<file path="config.mk">
export PLATFORM = sky130hd
export DESIGN_NAME = pwm_out_mod
export DESIGN_NICKNAME = d
export VERILOG_FILES = /design/src/rtl/pwm_mod_pkg.sv /design/src/rtl/pwm_mod_regs.sv /design/src/rtl/pwm_mod_psl.sv /design/src/rtl/pwm_mod_line.sv /design/src/rtl/pwm_out_mod.sv
export SDC_FILE = /design/constraint.sdc
export NUM_CORES = 1
export LEC_CHECK = 0
export BUFFER_PORTS_ARGS = -buffer_cell sky130_fd_sc_hd__buf_4
export CORE_UTILIZATION = 57
export DETAILED_ROUTE_END_ITERATION = 10
export GPL_TIMING_DRIVEN = 0
export PLACE_DENSITY = 0.84
export SETUP_SLACK_MARGIN = 0.05
export SYNTH_ARGS = -nofsm -noshare
export SYNTH_HDL_FRONTEND = slang
export SYNTH_HIERARCHICAL = 1
export SYNTH_SLANG_ARGS = --single-unit
</file>
<file path="constraint.sdc">
create_clock -name clk_i -period 2.2 [get_ports clk_i]
set_input_delay 0.44 -clock clk_i [delete_from_list [all_inputs] [get_ports clk_i]]
set_output_delay 0.44 -clock clk_i [all_outputs]
set_load 0.01 [all_outputs]
</file>
<file path="src/rtl/pwm_mod_pkg.sv">
package pwm_mod_pkg;
  parameter int unsigned NCH = 3;
  parameter int unsigned DW  = 8;
  parameter int unsigned AW  = 3;
  localparam int unsigned NLINE = 2 * NCH;

  localparam logic [AW-1:0] A_MAIN_EN = 3'd0;
  localparam logic [AW-1:0] A_SEC_EN  = 3'd1;
  localparam logic [AW-1:0] A_TRAP_EN = 3'd2;
  localparam logic [AW-1:0] A_PAT_EN  = 3'd3;
  localparam logic [AW-1:0] A_PSL     = 3'd4;
endpackage

</file>
<file path="src/rtl/pwm_mod_regs.sv">
module pwm_mod_regs
  import pwm_mod_pkg::*;
(
  input  logic             clk_i,
  input  logic             rst_ni,
  input  logic             wr_en_i,
  input  logic [AW-1:0]    addr_i,
  input  logic [DW-1:0]    wdata_i,
  input  logic [NLINE-1:0] psl_work_i,
  output logic [NLINE-1:0] main_en_o,
  output logic [NLINE-1:0] sec_en_o,
  output logic [NLINE-1:0] trap_en_o,
  output logic             pat_en_o,
  output logic             psl_wr_o,
  output logic [DW-1:0]    rdata_o
);
  logic unused_wdata;
  assign unused_wdata = ^wdata_i[DW-1:NLINE];

  always_ff @(posedge clk_i or negedge rst_ni) begin
    if (!rst_ni) begin
      main_en_o <= '0;
      sec_en_o  <= '0;
      trap_en_o <= '0;
      pat_en_o  <= 1'b0;
    end else if (wr_en_i) begin
      case (addr_i)
        A_MAIN_EN: main_en_o <= wdata_i[NLINE-1:0];
        A_SEC_EN:  sec_en_o  <= wdata_i[NLINE-1:0];
        A_TRAP_EN: trap_en_o <= wdata_i[NLINE-1:0];
        A_PAT_EN:  pat_en_o  <= wdata_i[0];
        default: ;
      endcase
    end
  end

  assign psl_wr_o = wr_en_i && (addr_i == A_PSL);

  // psl reads return working bits, never the shadow
  always_comb begin
    rdata_o = '0;
    case (addr_i)
      A_MAIN_EN: rdata_o[NLINE-1:0] = main_en_o;
      A_SEC_EN:  rdata_o[NLINE-1:0] = sec_en_o;
      A_TRAP_EN: rdata_o[NLINE-1:0] = trap_en_o;
      A_PAT_EN:  rdata_o[0]         = pat_en_o;
      A_PSL:     rdata_o[NLINE-1:0] = psl_work_i;
      default:   rdata_o = '0;
    endcase
  end

  p_wr_main_r7: assert property (@(posedge clk_i) disable iff (!rst_ni)
    (wr_en_i && addr_i == A_MAIN_EN) |=> main_en_o == $past(wdata_i[NLINE-1:0]));
endmodule

</file>
<file path="src/rtl/pwm_mod_psl.sv">
module pwm_mod_psl
  import pwm_mod_pkg::*;
(
  input  logic             clk_i,
  input  logic             rst_ni,
  input  logic             wr_i,
  input  logic [NLINE-1:0] wdata_i,
  input  logic             xfer_i,
  output logic [NLINE-1:0] work_o
);
  logic [NLINE-1:0] shadow_q;
  logic [NLINE-1:0] shadow_d;

  // a write in the strobe cycle is forwarded straight to the working bits
  assign shadow_d = wr_i ? wdata_i : shadow_q;

  always_ff @(posedge clk_i or negedge rst_ni) begin
    if (!rst_ni) begin
      shadow_q <= '0;
      work_o   <= '0;
    end else begin
      shadow_q <= shadow_d;
      if (xfer_i) work_o <= shadow_d;
    end
  end

  p_psl_hold_r6: assert property (@(posedge clk_i) disable iff (!rst_ni)
    !xfer_i |=> $stable(work_o));
  p_psl_load_r8: assert property (@(posedge clk_i) disable iff (!rst_ni)
    (xfer_i && wr_i) |=> work_o == $past(wdata_i));
endmodule

</file>
<file path="src/rtl/pwm_mod_line.sv">
module pwm_mod_line (
  input  logic clk_i,
  input  logic rst_ni,
  input  logic main_cmp_i,
  input  logic main_en_i,
  input  logic sec_cmp_i,
  input  logic sec_en_i,
  input  logic pat_i,
  input  logic pat_en_i,
  input  logic trap_i,
  input  logic trap_en_i,
  output logic act_o
);
  logic any_en;
  logic all_ok;

  assign any_en = main_en_i | sec_en_i | pat_en_i;
  assign all_ok = (!main_en_i || main_cmp_i) &&
                  (!sec_en_i  || sec_cmp_i)  &&
                  (!pat_en_i  || pat_i);
  assign act_o  = any_en && all_ok && !(trap_i && trap_en_i);

  p_no_src_r3: assert property (@(posedge clk_i) disable iff (!rst_ni)
    !(main_en_i || sec_en_i || pat_en_i) |-> !act_o);
  p_trap_veto_r4: assert property (@(posedge clk_i) disable iff (!rst_ni)
    (trap_i && trap_en_i) |-> !act_o);
  p_and_main_r2: assert property (@(posedge clk_i) disable iff (!rst_ni)
    (main_en_i && !main_cmp_i) |-> !act_o);
  p_and_pat_r2: assert property (@(posedge clk_i) disable iff (!rst_ni)
    (pat_en_i && !pat_i) |-> !act_o);
endmodule

</file>
<file path="src/rtl/pwm_out_mod.sv">
module pwm_out_mod
  import pwm_mod_pkg::*;
(
  input  logic             clk_i,
  input  logic             rst_ni,
  input  logic [NLINE-1:0] main_cmp_i,
  input  logic             sec_cmp_i,
  input  logic [NLINE-1:0] pattern_i,
  input  logic             trap_i,
  input  logic             xfer_i,
  input  logic             wr_en_i,
  input  logic [AW-1:0]    addr_i,
  input  logic [DW-1:0]    wdata_i,
  output logic [DW-1:0]    rdata_o,
  output logic [NLINE-1:0] pin_o
);
  logic [NLINE-1:0] main_en, sec_en, trap_en, psl_work, act;
  logic             pat_en, psl_wr;

  pwm_mod_regs i_regs (
    .clk_i, .rst_ni, .wr_en_i, .addr_i, .wdata_i,
    .psl_work_i(psl_work),
    .main_en_o(main_en), .sec_en_o(sec_en), .trap_en_o(trap_en),
    .pat_en_o(pat_en), .psl_wr_o(psl_wr), .rdata_o
  );

  pwm_mod_psl i_psl (
    .clk_i, .rst_ni,
    .wr_i(psl_wr), .wdata_i(wdata_i[NLINE-1:0]), .xfer_i,
    .work_o(psl_work)
  );

  // line 2k = direct output of channel k, 2k+1 = its complement
  for (genvar ch = 0; ch < NCH; ch++) begin : g_ch
    for (genvar side = 0; side < 2; side++) begin : g_side
      localparam int unsigned L = 2 * ch + side;
      pwm_mod_line i_line (
        .clk_i, .rst_ni,
        .main_cmp_i(main_cmp_i[L]), .main_en_i(main_en[L]),
        .sec_cmp_i,                 .sec_en_i(sec_en[L]),
        .pat_i(pattern_i[L]),       .pat_en_i(pat_en),
        .trap_i,                    .trap_en_i(trap_en[L]),
        .act_o(act[L])
      );
      assign pin_o[L] = act[L] ^ psl_work[L];
    end
  end

  p_trap_pin_r5: assert property (@(posedge clk_i) disable iff (!rst_ni)
    (trap_i && (&trap_en)) |-> pin_o == psl_work);
endmodule

</file>
# Yosys cells after proc, flatten, opt, wreduce, memory -nomap -nowiden
# Cells that the tools add are included.
# Widths: inputs -> output; s select.
[classes] eq_ne=4 mux=3 bitwise=18 reduce_logical=73
[ops] op="$logic_and 1x1->1" count=31
[ops] op="$pmux 5 s4" count=1
[ops] op="$logic_not 1->1" count=19
[ops] op="$logic_or 1x1->1" count=18
[ops] op="$or 1x1->1" count=12
[ops] op="$reduce_and 2->1" count=4
[ops] op="$eq 3x2->1 const B" count=2
[ops] op="$mux 6" count=1
[ops] op="$xor 1x1->1" count=6
[ops] op="$pmux 1 s5" count=1
[ops] op="$eq 3x1->1 const B" count=1
[ops] op="$eq 3x3->1 const B" count=1
[ops] op="$logic_not 3->1" count=1
[totals] register_bits=31 in_bits=29 output_inout_bits=14

# Logic depth before layout (Yosys ltp)
[depth] word_depth=7 depth_mapped=6 mapped_depth_nobuf=4

# Cells and area by module
# Netlist, hierarchy kept.
[modules_own_cells] module="pwm_mod_regs" n_inst=1 cells_per_inst=78 area_each_um2=985.9 seq_area_each_um2=475.5
[modules_own_cells] module="pwm_mod_psl" n_inst=1 cells_per_inst=26 area_each_um2=496.7 seq_area_each_um2=300.3
[modules_own_cells] module="pwm_mod_line" n_inst=6 cells_per_inst=7 area_each_um2=35.0 seq_area_each_um2=0.0
[modules_own_cells] module="pwm_out_mod" n_inst=1 cells_per_inst=6 area_each_um2=52.6 seq_area_each_um2=0.0

# Least setup slack after synthesis
# No wires, ideal clock.
[synth_timing] path_kind="input -> register" startpoint="input addr_i[1]" endpoint="register i_psl.work_o[0]" setup_ns=0.125 arrival_time_ns=1.673 slack_ns=0.402 path_stages=6 cell_sequence="buf_6 clkbuf_1 nor3_1 buf_6 mux2_4 mux2_4"
[synth_via] elab_chain_len=3
[synth_lines] element="start: declaration" line_no="pwm_out_mod.sv:12" text="input logic [AW-1:0] addr_i,"
[synth_lines] element="$eq 3x3->1" line_no="pwm_mod_regs.sv:37" text="assign psl_wr_o = wr_en_i && (addr_i == A_PSL);"
[synth_lines] element="$logic_and 1x1->1" line_no="pwm_mod_regs.sv:37"
[synth_lines] element="named net psl_wr" line_no="pwm_out_mod.sv:18" text="logic pat_en, psl_wr;"
[synth_lines] element="$mux 6" line_no="pwm_mod_psl.sv:15" text="assign shadow_d = wr_i ? wdata_i : shadow_q;"
[synth_lines] element="named net i_psl.shadow_d[0]" line_no="pwm_mod_psl.sv:12" text="logic [NLINE-1:0] shadow_d;"
[synth_lines] element="end signal: assignment" line_no="pwm_mod_psl.sv:23" text="if (xfer_i) work_o <= shadow_d;"
[synth_lines] element="end: declaration" line_no="pwm_mod_psl.sv:9" text="output logic [NLINE-1:0] work_o"
# The timed path passes the listed nets, and every way through them passes these cells.
# A chain may end at the register's enable or synchronous reset.

# Worst setup path in the final report
[layout_timing] startpoint="register i_regs.pat_en_o" endpoint="output pin_o[5]"
[layout_via] elab_chain_len=6 word_cells_on_any_way=7 classes_between="bitwise: 2; reduce/logical: 5"
[layout_lines] element="start: declaration" line_no="pwm_mod_regs.sv:13" text="output logic pat_en_o,"
[layout_lines] element="start signal: assignment" line_no="pwm_mod_regs.sv:31" text="A_PAT_EN: pat_en_o <= wdata_i[0];"
[layout_lines] element="$logic_not 1->1" line_no="pwm_mod_line.sv:20" text="(!pat_en_i || pat_i);"
[layout_lines] element="$logic_or 1x1->1" line_no="pwm_mod_line.sv:20"
[layout_lines] element="$logic_and 1x1->1" line_no="pwm_mod_line.sv:19" text="(!sec_en_i || sec_cmp_i) &&"
[layout_lines] element="$logic_and 1x1->1 (*) (2 in a row)" line_no="pwm_mod_line.sv:21" text="assign act_o = any_en && all_ok && !(trap_i && trap_en_i);"
[layout_lines] element="named net act[5]" line_no="pwm_out_mod.sv:17" text="logic [NLINE-1:0] main_en, sec_en, trap_en, psl_work, act;"
[layout_lines] element="$xor 1x1->1 (*)" line_no="pwm_out_mod.sv:45" text="assign pin_o[L] = act[L] ^ psl_work[L];"
[layout_lines] element="end: declaration" line_no="pwm_out_mod.sv:15" text="output logic [NLINE-1:0] pin_o"
# Mark *: on every way through the listed nets, which the timed path passes. The rest lies on a longest branch.

==> flow_summary.ini <==
[synthesis]
syn_inst = 152
yosysTopAreaCell = dfrtp_1
synth_seq_cells = 31
ys_seq_area_share_pct = 44.4
synth.area.top_cells = dfrtp_1 44%, mux2_2 13%, mux2_4 10%
synth_area_mm2 = 0.00175
ys_types = 32
synth_warnings = 6
avgSynthCellArea_um2 = 11.5
yosysTopAreaCellShare_pct = 44.4

[setup_path]
reg2reg_to = i_psl/work_o[5]
critPathMaxStageDelay_ns = 0.50
slowest_stage = dfrtp_2
cp_cell_sequence = inv_1 -> o22ai_1 -> a311oi_1 -> xor2_1 -> buf_4
reg2reg_from = i_psl/shadow_q[5]
worstPathMaxFanout = 8
cp-start-kind = register
required_ns = 1.76
crit_type = reg2out
rr_worst_depth = 2
crit_arrival_ns = 1.64
r2r_slack_ns = 1.18
cp-end-kind = output pin
startpoint = i_regs/pat_en_o

[placement]
numPortBuffers = 35
pre_cts_ws_ns = 0.0740
gp_congestion = 0.751
post_dp_cell_area_mm2 = 0.00205
place_hpwl_mm = 2.85

[layout]
insertedDiodeCount = 0
final_area_mm2 = 0.00214
area_growth_pct = 22.4
multiInputGateArea_um2 = 847
final_nets = 224
fillers = 196
regArea_um2 = 777
drive_gt1_share_pct = 45.9

[cts]
cts-root-buf = clkbuf_4
hold_buffers = 0
cts_made_buffers = 5
htree_levels = 2
cts_setup_buffers = 0
clk_pin_slew_ns = 0.09
clk_path_buf_depth = 2
insertion_delay_ns = 0.33
clock-sinks = 31
cts_tree = built

[timing]
holdWs_ns = 0.0158
final.period_utilization_pct = 94.5
max_freq_mhz = 481
rsz0062_at_grt = false
slew_headroom_pct = 61.6
finalSetupViolations = 0
tns_ns = 0
worst-slew-pin-transition_ns = 0.573
report.final.slew_viol_count = 0
finClkSkew_ns = 0.00280
worst_slack_ns = 0.120
min_period_ns = 2.08
hold_violations = 0

[run_status]
status = finished with violations
violations = DRC

[detailed_routing]
avgRoutedWirePerCell_um = 17.8
routed_wl_mm = 4.04
antenna_left = 0
drc = 5
drt_iter0_drc = 74
dr.pass1.iters = 7
vias_per_cell = 6.13
vias = 1392

[floorplanning]
io_pins = 43
die_w_um = 57.3
die_area_mm2 = 0.00329
die_h_um = 57.3
rows = 19
start_util_pct = 61.7
core_area_mm2 = 0.00283

[flow_run]
maxCapViolCount = 0

[global_routing]
grt_max_degree = 32
grtUsageTotal_pct = 28.0
globalRouteOverflowTotal = 0
grt_pass1_vias = 1369
grt_first_pass_wirelength_mm = 6.66
antenna_found_initial = 0

[pwr]
p_leak_uw = 0.00100
power.total_uw = 1810
ir_drop_mv = 0.589
cellPowerDensity_mw_per_mm2 = 847

[worst_hold_path]
hold_path_class = in2async
==> layout by cell type (no fill, tap or decap), drive strengths merged <==
master / count
nand2: 7
nor2: 1
dfrtp: 31
a222oi: 4
o21ai: 10
clkbuf: 10
inv: 12
nor3b: 1
buf: 43
nand4b: 1
nor2b: 2
nand3: 6
nand3b: 1
a21oi: 1
a311oi: 6
mux2: 32
o22ai: 7
and4bb: 1
nor3: 1
nor4b: 1
conb: 2
xor2: 6
clkinv: 6
or3: 1
nor4bb: 1
mux2i: 1
a22oi: 1
==> metal layers <==
metal,vias to the layer above,routed length (um),global-route usage (%)
met2,64,1980,43.9
met4,0,84,10.1
met5,-,0,0
met3,11,315,6.80
li1,635,-,-
met1,682,1660,38.2
==> power by group <==
| part | switching, uW | internal, uW |
|---|---|---|
| logic | 264 | 351 |
| registers | 111 | 701 |
| clock network | 195 | 188 |
| total | 570 | 1240 |
==> Yosys cell counts <==
cell type,instances
mux2i_1,1
nor3_1,1
nand3_1,6
clkbuf_2,1
nor2b_1,2
mux2_2,20
a311oi_1,6
o22ai_1,7
and4bb_2,1
or3_1,1
nand2_1,7
nor4b_4,1
dfrtp_1,31
xor2_1,6
mux2_4,12
inv_1,12
buf_6,3
nor3b_1,1
o21ai_0,4
nand3b_1,1
nand4b_1,1
a22oi_1,1
buf_4,3
buf_2,2
a21oi_1,1
nor4bb_1,1
nor2_2,1
o21ai_1,6
clkinv_1,6
clkbuf_1,1
a222oi_1,4
conb_1,1
==> registers in the layout (all words and copies together), names as in the netlist <==
| name | count |
|---|---|
| i_psl/work_o | 6 |
| i_regs/trap_en_o | 6 |
| i_regs/pat_en_o | 1 |
| i_regs/sec_en_o | 6 |
| i_regs/main_en_o | 6 |
| i_psl/shadow_q | 6 |
==> critical path, delay by kind of cell (launching register included) <==
family	cells	cell delay (ns)
flops	1	0.50
compound gates	2	0.38
xor+xnor	1	0.18
buf+inv	2	0.24
==> layout make-up <==
| cell class | instances | share of cell area (%) |
|---|---|---|
| multi-input cells | 94 | 39.6 |
| flip-flops and latches | 31 | 36.4 |
| repair buffers | 35 | 12.3 |
| plain buffers | 10 | 3.51 |
| clock buffers | 8 | 3.22 |
| inverters | 18 | 3.16 |
| well taps | 31 | 1.81 |
==> cell families after synthesis <==
logic type / Yosys count / share of synthesized area [%]
simple gates: 24 / 8.96
compound gates: 29 / 11.4
other cells: 1 / 0.215
mux: 33 / 23.8
flops: 31 / 44.4
xor+xnor: 6 / 3.01
buf+inv: 28 / 8.17
==> worst max path at each step <==
stage,to,depth (start not counted)
final,pin_o[5],5
after detailed placement,rdata_o[2],6
after global routing,pin_o[2],5
after CTS,rdata_o[2],6
after floorplan,i_psl/work_o[0],6
after global placement,rdata_o[1],6
==> through the flow <==
| step | utilization [%] | std cells |
|---|---|---|
| floorplan | - | 153 |
| CTS | 74.9 | 227 |
| finish | 75.5 | 227 |
| global placement | 72.5 | 219 |
| detailed placement | 72.5 | 219 |
| global route | 75.5 | 227 |
==> timing repair <==
item / in CTS / in global routing
resized for setup: 0 / 5
hold endpoints to repair: 0 / 0
setup endpoints to repair: 0 / 11
Note: power is estimated with default switching activity, not from simulation.
